`src/rtl/ramp_pkg.sv`:
```
package ramp_pkg;

  // Compare value for a duty of `level` tenths of the period; level 0 maps to
  // the all-ones code that the counter never reaches.
  function automatic logic [15:0] level_to_cmp(input int unsigned level,
                                               input int unsigned steps,
                                               input int unsigned period);
    int unsigned slice;
    slice = period / steps;
    if (level == 0) return 16'hFFFF;
    return 16'(period - level * slice - 1);
  endfunction

endpackage

```
`src/rtl/ramp_index.sv`:
```
module ramp_index #(
  parameter int unsigned STEPS = 10,
  parameter int unsigned IW    = 5
) (
  input  logic          clk,
  input  logic          rst_n,
  input  logic          tick,
  output logic [IW-1:0] idx
);
  localparam int unsigned LAST = 2 * STEPS - 2;

  logic [IW-1:0] idx_nxt;

  always_comb begin
    idx_nxt = idx;
    if (tick) begin
      if (idx == IW'(LAST)) idx_nxt = '0;
      else                  idx_nxt = idx + 1'b1;
    end
  end

  always_ff @(posedge clk or negedge rst_n) begin
    if (!rst_n) idx <= '0;
    else        idx <= idx_nxt;
  end

  p_idx_bound_r4: assert property (@(posedge clk) disable iff (!rst_n)
    idx <= IW'(LAST));

  p_idx_step_r4: assert property (@(posedge clk) disable iff (!rst_n)
    tick |=> idx == (($past(idx) == IW'(LAST)) ? '0 : $past(idx) + 1'b1));

  p_idx_hold_r2: assert property (@(posedge clk) disable iff (!rst_n)
    !tick |=> $stable(idx));

endmodule

```
`src/rtl/ramp_lookup.sv`:
```
module ramp_lookup
  import ramp_pkg::*;
#(
  parameter int unsigned STEPS  = 10,
  parameter int unsigned PERIOD = 3200,
  parameter int unsigned IW     = 5
) (
  input  logic [IW-1:0] idx,
  output logic [15:0]   value,
  output logic          direct
);
  localparam int unsigned FLOOR = STEPS - 1;

  int unsigned level;

  always_comb begin
    if (int'(idx) <= int'(FLOOR)) level = FLOOR - int'(idx);
    else                          level = int'(idx) - FLOOR;
    value  = level_to_cmp(level, STEPS, PERIOD);
    direct = (idx == IW'(STEPS));
  end

endmodule

```
`src/rtl/ramp_duty_seq.sv`:
```
module ramp_duty_seq #(
  parameter int unsigned STEPS  = 10,
  parameter int unsigned PERIOD = 3200,
  parameter int unsigned IW     = $clog2(2 * STEPS - 1)
) (
  input  logic          clk,
  input  logic          rst_n,
  input  logic          tick_i,
  output logic          buf_we_o,
  output logic [15:0]   buf_data_o,
  output logic          cmp_we_o,
  output logic [15:0]   cmp_data_o,
  output logic [IW-1:0] phase_o
);
  logic [1:0]  rst_pipe;
  logic        rst_sync_n;
  logic [15:0] lk_value;
  logic        lk_direct;

  logic        buf_we_nxt, cmp_we_nxt;
  logic [15:0] buf_data_nxt, cmp_data_nxt;

  always_ff @(posedge clk or negedge rst_n) begin
    if (!rst_n) rst_pipe <= 2'b00;
    else        rst_pipe <= {rst_pipe[0], 1'b1};
  end
  assign rst_sync_n = rst_pipe[1];

  ramp_index #(.STEPS(STEPS), .IW(IW)) u_index (
    .clk   (clk),
    .rst_n (rst_sync_n),
    .tick  (tick_i),
    .idx   (phase_o)
  );

  ramp_lookup #(.STEPS(STEPS), .PERIOD(PERIOD), .IW(IW)) u_lookup (
    .idx    (phase_o),
    .value  (lk_value),
    .direct (lk_direct)
  );

  always_comb begin
    buf_we_nxt   = tick_i;
    cmp_we_nxt   = tick_i & lk_direct;
    buf_data_nxt = buf_data_o;
    cmp_data_nxt = cmp_data_o;
    if (tick_i)              buf_data_nxt = lk_value;
    if (tick_i && lk_direct) cmp_data_nxt = lk_value;
  end

  always_ff @(posedge clk or negedge rst_sync_n) begin
    if (!rst_sync_n) begin
      buf_we_o   <= 1'b0;
      cmp_we_o   <= 1'b0;
      buf_data_o <= '0;
      cmp_data_o <= '0;
    end else begin
      buf_we_o   <= buf_we_nxt;
      cmp_we_o   <= cmp_we_nxt;
      buf_data_o <= buf_data_nxt;
      cmp_data_o <= cmp_data_nxt;
    end
  end

  p_quiet_without_tick_r2: assert property (@(posedge clk) disable iff (!rst_sync_n)
    !tick_i |=> !buf_we_o && !cmp_we_o);

  p_strobe_follows_tick_r3: assert property (@(posedge clk) disable iff (!rst_sync_n)
    tick_i |=> buf_we_o);

  p_cmp_pairs_buf_r7: assert property (@(posedge clk) disable iff (!rst_sync_n)
    cmp_we_o |-> buf_we_o && (cmp_data_o == buf_data_o));

  p_cmp_only_leaving_floor_r9: assert property (@(posedge clk) disable iff (!rst_sync_n)
    cmp_we_o |-> phase_o == IW'(STEPS + 1));

endmodule

```
`config.mk`:
```
export PLATFORM = sky130hd
export DESIGN_NAME = ramp_duty_seq
export DESIGN_NICKNAME = d
export VERILOG_FILES = /design/src/rtl/ramp_pkg.sv /design/src/rtl/ramp_index.sv /design/src/rtl/ramp_lookup.sv /design/src/rtl/ramp_duty_seq.sv
export SDC_FILE = /design/constraint.sdc
export NUM_CORES = 1
export LEC_CHECK = 0
export BUFFER_PORTS_ARGS = -buffer_cell sky130_fd_sc_hd__buf_2
export CAP_MARGIN = 40
export CORE_MARGIN = 2
export CORE_UTILIZATION = 50
export CTS_CLUSTER_SIZE = 16
export DETAILED_ROUTE_END_ITERATION = 16
export PLACE_DENSITY = 0.74
export SLEW_MARGIN = 20
export SYNTH_ARGS = -nofsm -noshare
export SYNTH_HDL_FRONTEND = slang
export SYNTH_SLANG_ARGS = --single-unit
```
`constraint.sdc`:
```
create_clock -name clk -period 1.1 [get_ports clk]
set_clock_uncertainty 0.2 [all_clocks]
set_input_delay 0.275 -clock clk [delete_from_list [all_inputs] [get_ports clk]]
set_output_delay 0.275 -clock clk [all_outputs]
set_load 0.005 [all_outputs]
```
==> results of run 1 <==
[routing by layer]
layer  GRT usage  up-vias
li1            -     1035
met1       0.317     1198
met2       0.487      164
met3      0.0480       69
met4      0.0915        0
met5           0        -
[metrics by stage]
step	cells	hold WS (ps)	instance area, sq um	TNS, ps
finish	396	34.4	3650	-58800
global route	396	58.7	3650	-61520
CTS	376	31.7	3200	-53290
detailed placement	353	-135	2810	-45780
global placement	353	-134	2810	-44090
floorplan	232	-221	2290	-40170
[worst register-to-register path, cell delays in order, from the launching register on]
cell	delay (ps)
dfrtp_2	400
clkinv_4	100
ha_2	230
nor3b_2	150
o21ai_0	220
o211ai_1	180
inv_1	170
ha_4	230
ha_4	160
inv_2	60
fa_2	470
or3_4	440
o21ai_4	90
and3_4	210
o21ai_4	70
mux2_4	270
[path summary, 6_finish.rpt]
kind                                start        endpoint  slack (ps)  cells after the start
max                        u_index.idx[1]  buf_data_o[13]       -2650                     15
min                           rst_pipe[1]   buf_data_o[5]          30                      1
max reg2reg                u_index.idx[1]  buf_data_o[13]       -2650                     15
min reg2reg                   rst_pipe[1]   buf_data_o[5]          30                      1
max in group asynchronous     rst_pipe[1]   cmp_data_o[5]          80                      1
min in group clk              rst_pipe[0]     rst_pipe[1]         160                      0
[synthesized netlist by cell type, types with 2 or more instances]
master and n:
mux2_2 2, a21boi_0 2, and3_1 2, nor2b_1 7, and2_1 3, or2_2 4, a21o_1 3, nand3_1 5
o22ai_1 5, nand2_1 8, ha_1 19, o211ai_1 3, xor2_1 2, xnor2_1 3, buf_2 2, dfrtp_1 31
a2111oi_4 2, nor4_1 2, nor3_1 2, o31ai_1 2, nand2b_1 2, inv_1 18, nor3b_1 3, a31oi_1 10
a211oi_1 2, buf_4 11, o21ai_0 7, clkbuf_1 5, a21oi_1 17, nor2_1 27
[sequential cells by signal, indices dropped and copies added (netlist names)]
register and cells:
cmp_data_o 11, cmp_we_o 1, u_index.idx 5, buf_we_o 1, buf_data_o 11, rst_pipe 2
[cell families (layout without fill, tap and decap cells)]
family	Yosys count	after routing	share of synthesized area
and+or+nand+nor	69	70	0.165
AOI/OAI and AO/OA	64	64	0.221
buffers and inverters	39	152	0.0927
DFF	31	31	0.364
adders and majority gates	20	20	0.121
xor gates and xnor gates	5	5	0.0205
muxes	3	3	0.0152
other	1	1	0.00176
[final cells by class]
| class | count | share of cell area |
|---|---|---|
| Sequential cell | 31 | 0.215 |
| Clock buffer | 6 | 0.0226 |
| Tap cell | 50 | 0.0172 |
| Clock inverter | 2 | 0.00961 |
| Timing Repair Buffer | 125 | 0.264 |
| Inverter | 19 | 0.0216 |
| Multi-Input combinational cell | 163 | 0.450 |
[cells in the final DEF, fill, tap and decap left out, types with 4 or more instances in the layout]
cell type and n:
buf_4 65, buf_2 35, nor2_1 25, dfrtp_1 25
buf_6 20, a21oi_2 15, inv_1 11, a31oi_1 10
ha_1 8, ha_4 8, nand2_1 7, inv_2 6
clkbuf_8 6, dfrtp_2 6, nor2b_1 5, nand3_1 4
o22ai_1 4
[timing repair]
action | 4_1_cts | 5_1_grt
gates resized for setup | 34 | 64
setup buffers | 13 | 20
setup endpoints to repair | 66 | 66
cloned | 1 | 1
hold endpoints to repair | 5 | 0
pin swaps | 4 | 23
hold buffers | 2 | 0
==> results.ini, run 1 <==
[logic_synthesis]
synth-edff-count = 0
syn_inst = 232
ys_warn_count = 0
syn_nets = 255
synth_area_per_cell_sq_um = 9.20
synthTopCellsByArea = dfrtp_1 36%, ha_1 11%, nor2_1 4.8%
synth_area_sq_um = 2130
yosysTopAreaCellShare = 0.364
netlist.top_cell.by_area = dfrtp_1
yosys.cell_types.count = 51
synth_seq_area_share = 0.364
synth_ff_type = dfrtp_1
synth-seq-cells = 31
ys_async_sr_fraction = 1.00

[layout]
final_nets = 368
seqCellArea_sq_um = 783
multiInputGateArea_sq_um = 1640
fin_util = 0.899
diodes = 0
drive_above_1_share = 0.630
area_growth_pct = 70.9
nFillCells = 160

[sta]
fin_crit_ps = 3750
max_freq_mhz = 266
finalSetupViolCount = 66
finalCritPeriodShare = 3.41
drv_slew = 0
hold_viol_final = 0
setup_ws_ps = -2650
rsz0062_at_grt = true

[die]
core_area_sq_um = 4060
die_area_sq_um = 4810
die_y_microns = 69.3
row_count = 23
start_util = 0.526
die_w_microns = 69.3
ioPinCount = 42

[detailed_routing]
num_vias = 2466
avgViaCountPerCell = 6.23
first_iter_violations = 253
drt_wl_total_microns = 9040
ant_nets = 0
dr_wl_met2_microns = 4570
dr_wl_met3_microns = 550
drcViolationCount = 0
drt-pass1-iter-count = 5
wl_met1_microns = 3230
topRoutingLayerUsed = met4
wl_per_cell_microns = 22.8

[global_route]
antenna_found_initial = 0
grt_max_degree = 27
grt_first_pass_wirelength_microns = 10300
grt.total_usage = 0.268
overflow = 0
first_global_vias = 2186

[placement]
place_ws_ps = -2490
gp_congestion = 0.840
port_buffers = 41
dp_hpwl_microns = 4230

[cts]
clockBufferDepth = 2
htree_num_levels = 2
worstSkewPairLatency_ps = 290
clock-sinks = 31
cts_made_buffers = 5
root_buffer = clkbuf_8
clk_pin_slew_ps = 80
cts_tree = yes

[job]
maxCapViolations = 0

[status]
violations = negative setup slack
outcome = finished with violations

[setup_path]
endpoint_kind = register
path_max_fanout = 5
worstPathArrival_ps = 3730
cpLargestDelayFamily = adder cells
cp_cell_sequence = clkinv_4 > ha_2 > nor3b_2 > o21ai_0 > o211ai_1 > inv_1 > ha_4 > ha_4 > inv_2 > fa_2 > or3_4 > o21ai_4 > and3_4 > o21ai_4 > mux2_4
worstSetupPathType = reg2reg
cp_slowest_cell = fa_2
crit_buf_inv = 3
slowest_delay_ps = 470
required_ps = 1070
critPathLaunchType = register

[hold_path]
hold_path.class = reg2async

Power of run 1 is not shown: default switching activity piles up to over one toggle a cycle in this logic, so the estimate is an artifact.
==> inputs of run 2 (changes only) <==
--- a/config.mk
+++ b/config.mk
@@ -8,10 +8,11 @@
 export BUFFER_PORTS_ARGS = -buffer_cell sky130_fd_sc_hd__buf_2
 export CAP_MARGIN = 40
 export CORE_MARGIN = 2
-export CORE_UTILIZATION = 50
+export CORE_UTILIZATION = 55
 export CTS_CLUSTER_SIZE = 16
 export DETAILED_ROUTE_END_ITERATION = 16
-export PLACE_DENSITY = 0.74
+export GPL_TIMING_DRIVEN = 0
+export PLACE_DENSITY = 0.78
 export SLEW_MARGIN = 20
 export SYNTH_ARGS = -nofsm -noshare
 export SYNTH_HDL_FRONTEND = slang
==> constraint.sdc (replaced) <==
create_clock -name clk -period 4.3 [get_ports clk]
set_clock_uncertainty 0.2 [all_clocks]
set_input_delay 1.075 -clock clk [delete_from_list [all_inputs] [get_ports clk]]
set_output_delay 1.075 -clock clk [all_outputs]
set_load 0.005 [all_outputs]
==> run 2 against run 1 <==
Compared with the run above:
- the flow now finishes without violations
- critical path type unchanged
- core utilization decreased by 21 points
- wire length decreased by 45%
- first-iteration DRC count decreased by 64%
- global-route usage decreased by 2.6 points
- count of clock-buffer cells in the layout increased by 1
- hold slack improved by 56 ps
==> results.ini, run 2 (synthesized netlist as in run 1, its figures left out) <==
[layout]
nFillCells = 314  ; +96%
top_regs = buf_data_o: 11 flops, cmp_data_o: 11 flops, u_index.idx: 5 flops
multiInputGateArea_sq_um = 1200  ; -27%
final_nets = 304  ; -17%
seqCellArea_sq_um = 779  ; -0.48%
final_common_cell = buf_2
area_growth_pct = 19.4
diodes = 0  ; unchanged
mostFrequentLayoutCells = 43 x buf_2, 28 x dfrtp_1, 27 x nor2_1
drive_above_1_share = 0.316  ; -0.314

[setup_path]
worstSetupPathType = reg2reg
crit_buf_inv = 3  ; unchanged
slowest_delay_ps = 490  ; +20 ps
endpoint_kind = register
critPathLaunchType = register
cp_cell_sequence = inv_4 > ha_2 > o21ba_4 > a21oi_1 > o211ai_1 > inv_1 > ha_1 > ha_1 > inv_1 > fa_1 > xor2_1 > or3_1 > o21ai_0 > and3_1 > o21ai_0 > mux2_2
cpLargestDelayFamily = adder cells
required_ps = 4270  ; +3200 ps
cp_slowest_cell = dfrtp_2
path_max_fanout = 8  ; +3
worstPathArrival_ps = 4080  ; +350 ps

[placement]
port_buffers = 41  ; unchanged
gp_congestion = 0.894  ; +6.3%
dp_hpwl_microns = 3760  ; -11%

[detailed_routing]
first_iter_violations = 91  ; -64%
num_vias = 1859  ; -25%
drt_wl_total_microns = 4970  ; -45%
ant_nets = 0  ; unchanged
drt-pass1-iter-count = 4  ; -1
drcViolationCount = 0  ; unchanged
wl_per_cell_microns = 15.0  ; -34%
avgViaCountPerCell = 5.63  ; -9.5%

[global_route]
overflow = 0  ; unchanged
grt_first_pass_wirelength_microns = 8000  ; -22%
first_global_vias = 1726  ; -21%
grt_max_degree = 30  ; +11%
grt.total_usage = 0.243  ; -0.0255
antenna_found_initial = 0  ; unchanged

[sta]
worst-slew-pin-transition_ps = 692
hold_viol_final = 0  ; unchanged
finalCritPeriodShare = 0.956  ; -2.46
max_freq_mhz = 243  ; -8.7%
fin_crit_ps = 4110  ; +358 ps
tns_ps = 0  ; +58800 ps
slew_headroom = 0.533
finalSetupViolCount = 0  ; -100%
rsz0062_at_grt = false
drv_slew = 0  ; unchanged

[cts]
hold_buffers = 0  ; -2
clock-sinks = 31  ; unchanged
cts_tree = yes
root_buffer = clkbuf_8
clockBufferDepth = 2  ; unchanged
cts_made_buffers = 5  ; unchanged
clk_pin_slew_ps = 70  ; about the same
worstSkewPairLatency_ps = 290  ; about the same
htree_num_levels = 2  ; unchanged

[status]
outcome = finished, final reports clean

[job]
maxCapViolations = 0  ; unchanged

[hold_path]
hold_path.class = reg2async

[die]
die_y_microns = 66.3  ; -4.4%
core_area_sq_um = 3690  ; -9.1%
row_count = 22  ; -4.3%
die_w_microns = 66.3  ; -4.4%
start_util = 0.578  ; +0.0526
ioPinCount = 42  ; unchanged
die_area_sq_um = 4390  ; -8.6%

## run 2: cell count changes in the layout (fill, tap and decap cells not counted), sizes merged
cell / change
inv: +1
dlygate4sd3: -2
clkinv: -1
clkbuf: +6
bufinv: -1
buf: -66
nand4bb: -1
## run 2: timing repair
item / in CTS / in global routing
gates resized for setup: 5 / 11
buffers inserted: 0 / 1
pin swaps: 0 / 2
setup endpoints to repair: 6 / 8
## run 2: worst reg2reg max path: cells and delay by family, from the launching register on
kind	cells	cell delay, ps
multiplexers	1	310
AND/OR/NAND/NOR	2	580
AO/OA/AOI/OAI	5	770
flip-flops	1	490
buffers and inverters	3	310
XOR/XNOR	1	200
adder cells (fa/ha/maj)	4	1140
## run 2: stage by stage
step | util | instances | instance area [sq um] | setup slack, ps | hold WS (ps)
floorplan | - | 232 | 2130 | 433 | 131
detailed placement | 0.651 | 321 | 2400 | -124 | 109
CTS | 0.677 | 329 | 2500 | 26.9 | 110
global placement | 0.650 | 321 | 2400 | -81.0 | 141
global route | 0.690 | 330 | 2550 | 8.73 | 148
finish | 0.690 | 330 | 2550 | 189 | 90.4
## run 2: path summary, 6_finish.rpt
| check | from | to | slack, ps | depth (start not counted) |
|---|---|---|---|---|
| setup / recovery | u_index.idx[1] | cmp_data_o[13] | 190 | 16 |
| hold / removal | rst_pipe[1] | cmp_data_o[8] | 90 | 0 |
| setup reg to reg | u_index.idx[1] | cmp_data_o[13] | 190 | 16 |
| hold reg to reg | rst_pipe[1] | cmp_data_o[8] | 90 | 0 |
| max in group asynchronous | rst_pipe[1] | u_index.idx[0] | 3360 | 0 |
| min in group clk | rst_pipe[0] | rst_pipe[1] | 160 | 0 |
## run 2: layout make-up
type | instances | share of cell area
multi-input cells | 162 | 0.472
flip-flops and latches | 31 | 0.306
repair buffers | 42 | 0.0835
plain buffers | 20 | 0.0496
clock buffers | 7 | 0.0339
inverters | 19 | 0.0290
well taps | 48 | 0.0236
clock inverters | 1 | 0.00197
## run 2: per-layer routing
layer  part of all wire  track usage
met1               0.43        0.297
met2               0.51        0.406
met3              0.044       0.0767
met4              0.015       0.0765
met5                  0            0
Power of run 2 is left out for the same reason.
